===== config.mk =====
export PLATFORM = sky130hd
export DESIGN_NAME = pctl_top
export DESIGN_NICKNAME = d
export VERILOG_FILES = /design/src/rtl/pctl_pkg.sv /design/src/rtl/pctl_classify.sv /design/src/rtl/pctl_arbiter.sv /design/src/rtl/pctl_top.sv
export SDC_FILE = /design/constraint.sdc
export NUM_CORES = 1
export LEC_CHECK = 0
export BUFFER_PORTS_ARGS = -buffer_cell sky130_fd_sc_hd__clkbuf_2
export CORE_AREA = 2 2 39 41
export DETAILED_ROUTE_END_ITERATION = 8
export DIE_AREA = 0 0 41 43
export GPL_ROUTABILITY_DRIVEN = 1
export PLACE_DENSITY = 0.31
export SKIP_LAST_GASP = 1
export SLEW_MARGIN = 25
export SYNTH_ARGS = -nofsm -noshare
export SYNTH_HDL_FRONTEND = slang
export SYNTH_SLANG_ARGS = --single-unit

===== constraint.sdc =====
create_clock -name clk -period 0.8 [get_ports clk]
set_input_delay 0.08 -clock clk [delete_from_list [all_inputs] [get_ports clk]]
set_output_delay 0.08 -clock clk [all_outputs]
set_load 0.005 [all_outputs]

===== src/rtl/pctl_pkg.sv =====
package pctl_pkg;

    localparam int OPC_W  = 3;
    localparam int PCS_W  = 3;
    localparam int DSEL_W = 2;

    typedef enum logic [OPC_W-1:0] {
        OPC_OTHER         = 3'd0,
        OPC_JUMP          = 3'd1,
        OPC_JUMP_LINK     = 3'd2,
        OPC_JUMP_REG      = 3'd3,
        OPC_JUMP_REG_LINK = 3'd4,
        OPC_BR_ZERO       = 3'd5,
        OPC_BR_NONZERO    = 3'd6,
        OPC_SPARE         = 3'd7
    } opc_t;

    typedef enum logic [PCS_W-1:0] {
        PCS_SEQ  = 3'd0,
        PCS_ABS  = 3'd1,
        PCS_IND  = 3'd2,
        PCS_BR   = 3'd3,
        PCS_HOLD = 3'd4
    } pc_sel_t;

    typedef enum logic [DSEL_W-1:0] {
        DS_FETCH  = 2'd0,
        DS_BUBBLE = 2'd1,
        DS_KEEP   = 2'd2
    } dsel_t;

    typedef enum logic {
        ES_PASS   = 1'b0,
        ES_BUBBLE = 1'b1
    } esel_t;

    typedef enum logic {
        ST_FLUSH = 1'b0,
        ST_RUN   = 1'b1
    } ctl_state_t;

    typedef enum logic [2:0] {
        KIND_FLUSH,
        KIND_BRANCH,
        KIND_STALL,
        KIND_ABS,
        KIND_IND,
        KIND_SEQ
    } kind_t;

endpackage


===== src/rtl/pctl_classify.sv =====
module pctl_classify
    import pctl_pkg::*;
(
    input  logic [OPC_W-1:0] opc_dec,
    input  logic [OPC_W-1:0] opc_exe,
    input  logic             exe_zero,
    output logic             jump_abs,
    output logic             jump_ind,
    output logic             br_taken
);

    always_comb begin
        jump_abs = 1'b0;
        jump_ind = 1'b0;
        unique case (opc_t'(opc_dec))
            OPC_JUMP, OPC_JUMP_LINK:         jump_abs = 1'b1;
            OPC_JUMP_REG, OPC_JUMP_REG_LINK: jump_ind = 1'b1;
            default: ;
        endcase
    end

    always_comb begin
        br_taken = 1'b0;
        unique case (opc_t'(opc_exe))
            OPC_BR_ZERO:    br_taken = exe_zero;
            OPC_BR_NONZERO: br_taken = !exe_zero;
            default: ;
        endcase
    end

endmodule


===== src/rtl/pctl_arbiter.sv =====
module pctl_arbiter
    import pctl_pkg::*;
(
    input  logic    run,
    input  logic    br_taken,
    input  logic    stall,
    input  logic    jump_abs,
    input  logic    jump_ind,
    output pc_sel_t pc_sel,
    output dsel_t   dir_sel,
    output esel_t   eir_sel
);

    kind_t kind;

    // Older instruction first: branch in execute, then stall, then decode jump.
    always_comb begin
        if (!run)          kind = KIND_FLUSH;
        else if (br_taken) kind = KIND_BRANCH;
        else if (stall)    kind = KIND_STALL;
        else if (jump_abs) kind = KIND_ABS;
        else if (jump_ind) kind = KIND_IND;
        else               kind = KIND_SEQ;
    end

    always_comb begin
        unique case (kind)
            KIND_FLUSH: begin
                pc_sel = PCS_SEQ;  dir_sel = DS_BUBBLE; eir_sel = ES_BUBBLE;
            end
            KIND_BRANCH: begin
                pc_sel = PCS_BR;   dir_sel = DS_BUBBLE; eir_sel = ES_BUBBLE;
            end
            KIND_STALL: begin
                pc_sel = PCS_HOLD; dir_sel = DS_KEEP;   eir_sel = ES_BUBBLE;
            end
            KIND_ABS: begin
                pc_sel = PCS_ABS;  dir_sel = DS_BUBBLE; eir_sel = ES_PASS;
            end
            KIND_IND: begin
                pc_sel = PCS_IND;  dir_sel = DS_BUBBLE; eir_sel = ES_PASS;
            end
            default: begin
                pc_sel = PCS_SEQ;  dir_sel = DS_FETCH;  eir_sel = ES_PASS;
            end
        endcase
    end

endmodule


===== src/rtl/pctl_top.sv =====
module pctl_top
    import pctl_pkg::*;
(
    input  logic              clk,
    input  logic              rst_n,
    input  logic [OPC_W-1:0]  opc_dec,
    input  logic [OPC_W-1:0]  opc_exe,
    input  logic              exe_zero,
    input  logic              stall,
    output logic [PCS_W-1:0]  pc_sel,
    output logic [DSEL_W-1:0] dir_sel,
    output logic              eir_sel
);

    ctl_state_t state, state_nxt;
    logic       run;
    logic       jump_abs, jump_ind, br_taken;
    pc_sel_t    pc_sel_e;
    dsel_t      dir_sel_e;
    esel_t      eir_sel_e;

    always_ff @(posedge clk or negedge rst_n) begin
        if (!rst_n) state <= ST_FLUSH;
        else        state <= state_nxt;
    end

    always_comb begin
        unique case (state)
            ST_FLUSH: begin state_nxt = ST_RUN; run = 1'b0; end
            ST_RUN:   begin state_nxt = ST_RUN; run = 1'b1; end
            default:  begin state_nxt = ST_FLUSH; run = 1'b0; end
        endcase
    end

    pctl_classify u_cls (
        .opc_dec  (opc_dec),
        .opc_exe  (opc_exe),
        .exe_zero (exe_zero),
        .jump_abs (jump_abs),
        .jump_ind (jump_ind),
        .br_taken (br_taken)
    );

    pctl_arbiter u_arb (
        .run      (run),
        .br_taken (br_taken),
        .stall    (stall),
        .jump_abs (jump_abs),
        .jump_ind (jump_ind),
        .pc_sel   (pc_sel_e),
        .dir_sel  (dir_sel_e),
        .eir_sel  (eir_sel_e)
    );

    assign pc_sel  = pc_sel_e;
    assign dir_sel = dir_sel_e;
    assign eir_sel = eir_sel_e;

endmodule


Word level (Yosys, flattened, before mapping)
Index checks and enable logic that the tools add are counted.
{"block": "totals", "latchBits": 0, "elab_cells": 30, "mem_bits_ro": 0, "memories": 0, "output_inout_bits": 6, "register_bits": 1, "ram_bits": 0}
{"block": "classes", "n_div": 0, "n_addsub": 0, "n_mux": 12, "eq_ne": 10, "mul": 0, "magnitude_cmp": 0, "n_reduce_logical": 6, "n_bitwise": 1, "shift": 0}
{"op": "3-bit by 2-bit == test with 1-bit output, second input constant", "n": 4}
{"op": "3-bit == test, second input constant", "n": 4}
{"op": "3-bit 2-to-1 mux", "n": 4}
{"op": "3-bit case mux with 4 select lines", "n": 1}
{"op": "3-bit by 1-bit == test with 1-bit output, second input constant", "n": 2}
{"op": "1-bit 2-to-1 mux", "n": 4}
{"op": "1-bit case mux with 2 select lines", "n": 2}
{"op": "2-bit case mux with 2 select lines", "n": 1}
{"op": "2-bit OR reduction", "n": 2}
{"op": "4-bit OR reduction", "n": 1}
{"op": "3-bit zero test", "n": 1}
{"op": "3-bit OR reduction", "n": 1}
{"op": "1-bit zero test", "n": 1}
{"op": "1-bit NOT", "n": 1}

Depth between registers and ports, before layout
Gate-level depths: netlist of run 1.
{"block": "logic_depth", "word_depth": 11, "ltp_mapped": 4, "depth_no_buf": 3}

Modules after synthesis
A second synthesis of run 1 with hierarchy kept.
{"block": "unflattened", "hier_cells": 21, "area_unflattened_um2": 152.6}
{"module": "pctl_arbiter", "n_inst": 1, "cells_per_inst": 11, "area_each_um2": 71.3}
{"module": "pctl_classify", "n_inst": 1, "cells_per_inst": 8, "area_each_um2": 52.6}
{"module": "pctl_top", "n_inst": 1, "cells_per_inst": 2, "area_each_um2": 28.8}

Worst setup path before layout of run 1
OpenSTA, ideal clock, no wires.
{"block": "synth_timing", "kind": "input to output", "start": "input opc_exe[0]", "end": "output pc_sel[2]", "path_buffers": 1, "stages": 4, "arrival_time_ns": 0.753, "path_slack_ns": -0.033, "cell_sequence": "and3b_1 o21ai_2 and3_1 buf_4"}
{"block": "synth_between", "elab_chain_cells": 6}
{"item": "start, declared", "line": "pctl_top.sv:7", "source": "input logic [OPC_W-1:0] opc_exe,"}
{"item": "3-bit == test", "line": "pctl_classify.sv:24", "source": "unique case (opc_t'(opc_exe))"}
{"item": "1-bit case mux with 2 select lines (*)", "line": "pctl_classify.sv:24"}
{"item": "3-bit 2-to-1 mux (*)", "line": "pctl_arbiter.sv:19", "source": "else if (br_taken) kind = KIND_BRANCH;"}
{"item": "3-bit 2-to-1 mux (*)", "line": "pctl_arbiter.sv:18", "source": "if (!run) kind = KIND_FLUSH;"}
{"item": "3-bit == test (tied with other cells)", "line": "pctl_arbiter.sv:27", "source": "unique case (kind)"}
{"item": "3-bit case mux with 4 select lines (*)", "line": "pctl_arbiter.sv:27"}
{"item": "end, declared", "line": "pctl_top.sv:10", "source": "output logic [PCS_W-1:0] pc_sel,"}
Mark *: on every way between the ends. The rest lies on a longest branch, timed or not.

Final worst setup path of run 1
{"block": "layout_timing", "start": "input opc_exe[0]", "end": "output pc_sel[0]"}
Same word-level chain as after synthesis.

==> impl_results.md, run 1 <==
- Run status: complete, but fails checks
- Failing checks: negative setup slack
- Fmax: 1060 MHz
- Max FFs per register: 1
- Placed Cells: 52
- Layout cells sized above 1: 0.6486
- First-pass GRT wire length: 614 um
- Initial antenna violation count: 0
- N_diodes: 0
- Number of global-route vias before repair: 173
- Average wire per cell in the routed design: 7.340 um
- Worst hold slack: 0.4023 ns
- Critical path capture point type: output port
- Reg power frac: 0.315
- First-iteration detailed-routing DRC count: 0
- Total grt overflow: 0
- IO Port Bufs: 15
- Post-Syn Area: 141.4 um^2
- Pins Over Slew Limit: 0
- Antenna-violating nets left: 0
- DP HPWL: roughly 360 um
- Post-CTS setup repair buffer count: 0
- MaxCap Viol Count: 0
- Final wirelength: 389 um
- Final period util: 1.179
- Startpoint Class: input pin
- Setup CP Type: in2out
- Core box area: 1384 um^2
- Post-synth top area share: 0.1770
- Final hold violation count: 0
- Residual DRC: 0
- Clock period minus worst slack: 0.9431 ns
- Sw Share: 0.2771
- Setup TNS: -0.6585 ns
- Comb power frac: 0.685
- Worst vdd ir: 0.0002966 V
- Starting density of the core: 0.1022
- Largest area contributor in the netlist: dfrtp_1
- Simple-gate portion of the synthesized area: 0.3540
- First-pass iteration count of the detailed router: 1
- Die ar.: 1763 um^2
- Mux share of post-synthesis cell area: 0
- Worst-path maximum fanout: 4
- Clock share of power: 0
- Detailed-route vias per instance: 3.830
- Post-synthesis compound-gate area fraction: 0.2655
- Synth Instances: 18
- GPL Wtd Cong: 0.6260
- Synth Area in XOR/XNOR: 0.1239
- Total Nets Final: 49
- #FFs+latches synth: 1
- Hold Path Class: in2async
- Largest net degree at the start of global routing: 6
- Row count: 14
- Reg with most FFs: state
- Largest family of logic cells by synthesized area: simple AND/OR/NAND/NOR gates
- Total track usage: 0.04509
- NetSw: 50.17 uW
- Finished Layout Cells: between 50 and 60
- Die Wd: 41 um
- Avg Cell Area, Syn: 7.855 um^2
- WL met3: 29 um
- Pint: 130.8 uW
- Adder-Cell Fraction of Synth Area: 0
- Setup slack after layout: -0.1431 ns
- Total power: around 180 uW
- Syn. warnings: 0
- M1 WL: between 100 and 150 um
- Most common cell after layout, fill and taps aside: clkbuf_2
- CP Data Arrival Time: between 0.8 and 0.9 ns
- Commonest cells after routing, fill and taps aside: clkbuf_2, buf_4, buf_6
- Syn_nets: 28
- Vias after detailed routing: just over 200
- Uppermost routed layer: met3
- Post-Layout Inst Area: 305.3 um^2
- Met2 wire length: 235 um
- Die Y-Extent: 43 um
- Placed cell area: 269.0 um^2
- Sequential-to-total area share from yosys stat: 0.1770
- Largest regs: state x1
- Synth cell types: 15
- Lkg Pwr: roughly 0.00015 uW
- Clk slew on worst S/H paths: 0 ns
- RSZ-0062 raised after global routing: true
- Power per cell area: about 590 nW/um^2
- Area Overhead vs Synth: 115.9%
- Area contributors post-synth: dfrtp_1, xor2_1, a21boi_1
- Top-Level Pins: 16
- Req. time, crit path: 0.72 ns
- Final setup viols: 6
[stage by stage]
stage               setup slack [ns]  utilization
floorplan                 -0.0006333            -
global placement             -0.1456       0.1944
detailed placement           -0.1467       0.1944
CTS                          -0.1472       0.2016
global route                 -0.1935       0.2206
finish                       -0.1431       0.2206
[layout make-up]
cell class	instances	area [um^2]
well taps	16	20.02
repair buffers	20	133.9
multi-input cells	16	126.4
flip-flops and latches	1	25.02
fillers	160	1079
[layer usage]
layer,track usage,up-vias
met4,0,0
met1,0.05431,94
met3,0,0
met2,0.08750,7
met5,0,-
li1,-,102
[worst max-delay path by stage]
stage               startpoint   endpoint  slack (ns)  depth (start not counted)
detailed placement  opc_exe[0]  pc_sel[1]       -0.15                          6
CTS                   exe_zero  pc_sel[1]       -0.15                          6
finish              opc_exe[0]  pc_sel[0]       -0.14                          6
floorplan           opc_exe[0]  pc_sel[2]     -0.0006                          4
global route        opc_exe[0]  pc_sel[1]       -0.19                          6
global placement    opc_exe[0]  pc_sel[1]       -0.15                          6
[cell families (layout without fill, tap and decap cells)]
group | count (synthesis) | count (layout)
and+or+nand+nor | 8 | 8
xor gates and xnor gates | 2 | 2
DFF | 1 | 1
other | 1 | 1
buffers and inverters | 1 | 20
AOI/OAI and AO/OA | 5 | 5
[power groups by stage]
stage	sequential, uW	combinational (uW)	clock (uW)
after floorplan	56.3	46.3	0
after global placement	57.2	106	0
after global routing	57.8	140	0
after detailed placement	57.3	107	0
final	57.0	124	0
after CTS	57.3	111	0
[cell usage after synthesis]
cell type  number
buf_4           1
o211ai_1        1
nor2_1          2
and3b_1         1
nand2_1         1
a21boi_1        2
xor2_1          2
dfrtp_1         1
nor4b_1         1
and3_1          1
nor3b_1         1
a31oi_1         1
o21ai_2         1
conb_1          1
nand3b_1        1
[what timing repair did]
item                       4_1_cts  5_1_grt
gates resized for setup          0        8
pin swaps                        1        3
setup endpoints to repair        6        6
hold buffers                     1        0
hold endpoints to repair         1        0
[critical path: stages]
cell and delay [ns]:
buf_6 0.09, and3b_1 0.18, o21ai_2 0.20, buf_4 0.15
a21boi_2 0.04, buf_2 0.12
(Power assumes the default switching activity.)
==> run 2, diff against run 1 <==
--- a/config.mk
+++ b/config.mk
@@ -10,6 +10,7 @@
 export DETAILED_ROUTE_END_ITERATION = 8
 export DIE_AREA = 0 0 41 43
 export GPL_ROUTABILITY_DRIVEN = 1
+export GPL_TIMING_DRIVEN = 0
 export PLACE_DENSITY = 0.31
 export SKIP_LAST_GASP = 1
 export SLEW_MARGIN = 25
==> run 2 against run 1 <==
  * Wire length grew 4.1%
  * Die area is the same
  * Final area shrank 2.9%
  * Highest routed layer unchanged
  * Flip-flop and latch count is the same
  * Sequential power grew 0.7%
  * Sequential share of layout area grew 0.24 points
  * The run still ends with negative setup slack left
  * Final cell count shrank 3.8%
  * Critical endpoint is now pc_sel[2]
==> impl_results.md, run 2 (synthesis gave the netlist of run 1 again) <==
- Post-Layout Inst Area: 296.5 um^2 (-2.9%)
- Placed Cells: 49 (-5.8%)
- N_diodes: 0 (unchanged)
- First-pass GRT wire length: 579 um (-5.7%)
- Setup CP Type: in2out
- Die Y-Extent: 43 um (unchanged)
- Average wire per cell in the routed design: 7.941 um (+8.2%)
- Critical Path End: pc_sel[2]
- Power per cell area: 596.5 nW/um^2 (+0.60%)
- Clock period minus worst slack: 0.9331 ns (-0.009938 ns)
- Placed cell area: 250.2 um^2 (-7.0%)
- Final setup viols: 6 (unchanged)
- Reg with most FFs: state
- Max FFs per register: 1 (unchanged)
- Residual DRC: 0 (unchanged)
- Die ar.: 1763 um^2 (unchanged)
- Startpoint Class: input pin
- Detailed-route vias per instance: 3.784 (-1.2%)
- Clk slew on worst S/H paths: 0 ns (unchanged)
- Starting density of the core: 0.1022 (unchanged)
- Critical path capture point type: output port
- Req. time, crit path: 0.72 ns (about the same)
- DP HPWL: 353 um (-1.2%)
- Top-Level Pins: 16 (unchanged)
- Core box area: 1384 um^2 (unchanged)
- Layout cells sized above 1: 0.6286 (-0.02008)
- Largest net degree at the start of global routing: 6 (unchanged)
- Total grt overflow: 0 (unchanged)
- First-pass iteration count of the detailed router: 1 (unchanged)
- Row count: 14 (unchanged)
- Final hold violation count: 0 (unchanged)
- First-iteration detailed-routing DRC count: 0 (unchanged)
- IO Port Bufs: 15 (unchanged)
- Vias after detailed routing: 193 (-4.9%)
- Worst vdd ir: 0.0002893 V (-2.5%)
- Final period util: 1.166 (-0.01242)
- GPL Wtd Cong: 0.5861 (-6.4%)
- Lkg Pwr: 0.0001413 uW (-4.8%)
- Fmax: 1072 MHz (+1.1%)
- Antenna-violating nets left: 0 (unchanged)
- CP Data Arrival Time: 0.85 ns (about the same)
- Number of global-route vias before repair: 142 (-18%)
- Pins Over Slew Limit: 0 (unchanged)
- Worst-path maximum fanout: 2 (-2)
- MaxCap Viol Count: 0 (unchanged)
- CP Launch Point: exe_zero
- Most common cell after layout, fill and taps aside: clkbuf_2
- Area Overhead vs Synth: 109.7%
- Hold Path Class: in2async
- Commonest cells after routing, fill and taps aside: clkbuf_2, buf_6, nor2_1, xor2_1, buf_2
- Largest regs: state x1
- Finished Layout Cells: 51 (-3.8%)
- Failing checks: negative setup slack
- Total track usage: 0.04304 (-0.002047)
- Initial antenna violation count: 0 (unchanged)
- RSZ-0062 raised after global routing: true
- Total Nets Final: 47 (-4.1%)
- Die Wd: 41 um (unchanged)
- Run status: complete, but fails checks
- Final wirelength: 405 um (+4.1%)
- Setup slack after layout: -0.1331 ns (+0.009938 ns)
[run 2: report_power, final]
part	internal (uW)	total, uW	switching (uW)
registers	54.1	57.4	3.22
clock network	0	0	0
logic	72.5	120	47.0
total	127	177	50.3
[run 2: cell type report]
type                            count  area [um^2]
Fill cell                         157         1087
Sequential cell                     1        25.02
Buffer                              1        11.26
Multi-Input combinational cell     16        128.9
Tap cell                           16        20.02
Timing Repair Buffer               17        111.4
[run 2: metrics by stage]
step | power (uW) | worst slack (ns) | hold WS (ns) | util | setup TNS [ns]
final | 176.9 | -0.1331 | 0.3942 | 0.2143 | -0.6082
after global routing | 191.1 | -0.1886 | 0.4052 | 0.2143 | -0.9912
after CTS | 168.3 | -0.1741 | 0.3933 | 0.2007 | -0.8195
after detailed placement | 156.8 | -0.2628 | -0.1418 | 0.1808 | -0.8779
after global placement | 153.9 | -0.2479 | -0.1446 | 0.1808 | -0.7269
after floorplan | 102.6 | -0.0006333 | -0.2156 | - | -0.0006333
[run 2: critical path: stages]
cell	delay (ns)
buf_6	0.09
and3b_1	0.17
o21ai_2	0.13
and3_4	0.21
buf_6	0.09
buf_6	0.08
[run 2: worst min path at each step]
stage	start	to	slack, ns
2_1_floorplan	rst_n	state	-0.22
3_3_place_gp	rst_n	state	-0.14
3_5_place_dp	rst_n	state	-0.14
4_1_cts	rst_n	state	0.39
5_1_grt	rst_n	state	0.41
6_report	rst_n	state	0.39
[run 2: timing repair]
item,in CTS,in global routing
resized for setup,2,6
setup endpoints to repair,6,6
endpoints found under the hold margin,1,0
hold buffers,1,0
buffers inserted,1,0
pin swaps,1,4
[run 2: layer usage]
layer	part of all wire	routed length (um)	GRT usage
met1	0.40	160	0.05414
met2	0.52	212	0.08125
met3	0.079	32	0
met4	0	0	0
met5	0	0	0
==> run 3, diff against run 2 <==
--- a/config.mk
+++ b/config.mk
@@ -5,13 +5,14 @@
 export SDC_FILE = /design/constraint.sdc
 export NUM_CORES = 1
 export LEC_CHECK = 0
+export ABC_AREA = 1
 export BUFFER_PORTS_ARGS = -buffer_cell sky130_fd_sc_hd__clkbuf_2
 export CORE_AREA = 2 2 39 41
 export DETAILED_ROUTE_END_ITERATION = 8
 export DIE_AREA = 0 0 41 43
 export GPL_ROUTABILITY_DRIVEN = 1
 export GPL_TIMING_DRIVEN = 0
-export PLACE_DENSITY = 0.31
+export PLACE_DENSITY = 0.36
 export SKIP_LAST_GASP = 1
 export SLEW_MARGIN = 25
 export SYNTH_ARGS = -nofsm -noshare
==> run 3 against run 2 <==
  * Via count increased by 35%
  * Hold slack improved by 0.0082 ns
  * Sequential power increased by 2%
  * First-iteration DRC count increased by 2
  * Global-route usage increased by 1.1 points
  * Total power increased by 37%
  * Fmax increased by 1.8%
  * Sequential share of layout area decreased by 1.8 points
  * Critical path type unchanged
  * The run still ends with negative setup slack left
==> impl_results.md, run 3 <==
- Commonest cells after routing, fill and taps aside: clkbuf_2, nand2_1, inv_1
- Total track usage: 0.05405 (+0.01101)
- Worst-path maximum fanout: 4 (+2)
- Final period util: 1.145 (-0.02111)
- Synth cell types: 14 (-1)
- Post-Syn Area: 201.4 um^2 (+42%)
- Final setup viols: 6 (unchanged)
- Most used DFF post-synth: dfrtp_1
- #FFs+latches synth: 1 (unchanged)
- Final hold violation count: 0 (unchanged)
- Startpoint Class: input pin
- Critical path capture point type: output port
- IO Port Bufs: 15 (unchanged)
- Largest net degree at the start of global routing: 6 (unchanged)
- Area Overhead vs Synth: 86.96%
- Power per cell area: 642.8 nW/um^2 (+7.8%)
- Die Y-Extent: 43 um (unchanged)
- Die ar.: 1763 um^2 (unchanged)
- EDFF count, synth: 0 (unchanged)
- Placed cell area: 299.0 um^2 (+20%)
- Syn. warnings: 0 (unchanged)
- Die Wd: 41 um (unchanged)
- Average wire per cell in the routed design: 7.179 um (-9.6%)
- First-pass GRT wire length: 710 um (+23%)
- Failing checks: negative setup slack
- Avg Cell Area, Syn: 5.756 um^2 (-27%)
- Max FFs per register: 1 (unchanged)
- Initial antenna violation count: 0 (unchanged)
- Setup CP Type: in2out
- Run status: complete, but fails checks
- Top post-synthesis cells by count: nand2_1, inv_1
- Number of global-route vias before repair: 201 (+42%)
- Core box area: 1384 um^2 (unchanged)
- Count leader, synth: nand2_1
- Starting density of the core: 0.1456 (+0.04340)
- Vias after detailed routing: 260 (+35%)
- Placed Cells: 66 (+35%)
- Most common cell after layout, fill and taps aside: clkbuf_2
- Reg with most FFs: state
- Post-Layout Inst Area: 376.6 um^2 (+27%)
- Top-Level Pins: 16 (unchanged)
- First-iteration detailed-routing DRC count: 2 (+2)
- MaxCap Viol Count: 0 (unchanged)
- Lkg Pwr: 0.0002089 uW (+48%)
- Sequential-to-total area share from yosys stat: 0.1242 (-0.05277)
- Total grt overflow: 0 (unchanged)
- CP Data Arrival Time: 0.84 ns (about the same)
- Detailed-route vias per instance: 3.881 (+2.5%)
- DP HPWL: 402.4 um (+14%)
- Synth Instances: 35 (+17)
- Req. time, crit path: 0.72 ns (about the same)
- Total Nets Final: 63 (+34%)
- Post-synth top area share: 0.2422 (+0.06524)
- Area contributors post-synth: nand2_1, dfrtp_1, inv_1
- RSZ-0062 raised after global routing: true
- Largest regs: state x1
- Synth async-reset ratio: 1.000 (unchanged)
- Setup slack after layout: -0.1162 ns (+0.01689 ns)
- GPL Wtd Cong: 0.6258 (+6.8%)
- Row count: 14 (unchanged)
- Finished Layout Cells: 67 (+31%)
- Worst hold slack: 0.4024 ns (+0.008231 ns)
- Worst vdd ir: 0.0002531 V (-12%)
- Final wirelength: 481 um (+19%)
- Clock period minus worst slack: 0.9162 ns (-0.01689 ns)
- Total power: 242.1 uW (+37%)
- Fmax: 1091 MHz (+1.8%)
- First-pass iteration count of the detailed router: 3 (+2)
- Hold Path Class: in2async
- Pins Over Slew Limit: 0 (unchanged)
- Largest area contributor in the netlist: nand2_1
- Setup TNS: -0.4379 ns (+0.1703 ns)
- Layout cells sized above 1: 0.5490 (-0.07955)
- Residual DRC: 0 (unchanged)
- Antenna-violating nets left: 0 (unchanged)
- N_diodes: 0 (unchanged)
- Clk slew on worst S/H paths: 0 ns (unchanged)
- Syn_nets: 45 (+61%)
## run 3: cell types whose count changed after synthesis, sizes merged, moves of 2 or more
cell | previous run | this run
nor2 | 2 | 4
xor2 | 2 | 0
inv | 0 | 6
nand3 | 0 | 4
nand2 | 1 | 15
## run 3: worst max-delay path, cell delays in order
cell and delay [ns]:
buf_8 0.10, nor2_4 0.13, nand2_2 0.08, nand3_2 0.09, nand2_4 0.07, nor2_4 0.11, buf_6 0.10, buf_6 0.08
## run 3: per-stage QoR
stage / util / worst slack, ns
after floorplan: - / 0.03203
after global placement: 0.2161 / -0.1620
after detailed placement: 0.2161 / -0.1669
after CTS: 0.2405 / -0.1246
after global routing: 0.2722 / -0.1804
final: 0.2722 / -0.1162
## run 3: path summary, 6_finish.rpt
| kind | cells past startpoint | start | endpoint |
|---|---|---|---|
| worst min-delay path | 2 | rst_n | state |
| min in group clk | 4 | opc_exe[2] | pc_sel[1] |
| max in group asynchronous | 2 | rst_n | state |
| worst max-delay path | 8 | opc_dec[1] | pc_sel[2] |
## run 3: kinds of logic (layout without fill, tap and decap cells)
logic type             after synthesis  after routing  synth area share
DFF                                  1              1            0.1242
buffers and inverters                7             23            0.1491
other                                1              1           0.01862
AOI/OAI and AO/OA                    3              3            0.1180
and+or+nand+nor                     23             23            0.5901
## run 3: layout make-up
class	instances	area, um^2
fillers	172	1007
multi-input cells	27	186.4
repair buffers	16	111.4
flip-flops and latches	1	25.02
inverters	6	22.52
well taps	16	20.02
plain buffers	1	11.26
## run 3: layer usage
layer	vias to the layer above	GRT usage	part of all wire
li1	136	-	-
met1	113	0.07006	0.38
met2	11	0.09688	0.51
met3	0	0.005236	0.11
met4	0	0	0
met5	-	0	0
## run 3: repair_timing
action,in CTS,in global routing
pin swaps,5,5
resized for setup,5,14
hold buffers,1,0
setup endpoints to repair,6,6
buffers inserted,0,0
endpoints found under the hold margin,1,0
## run 3: report_power, final
part / total (uW) / internal (uW) / switching (uW)
Sequential: 58.6 / 54.1 / 4.47
Clock: 0 / 0 / 0
Combinational: 183 / 94.0 / 89.5
Total: 242 / 148 / 93.9
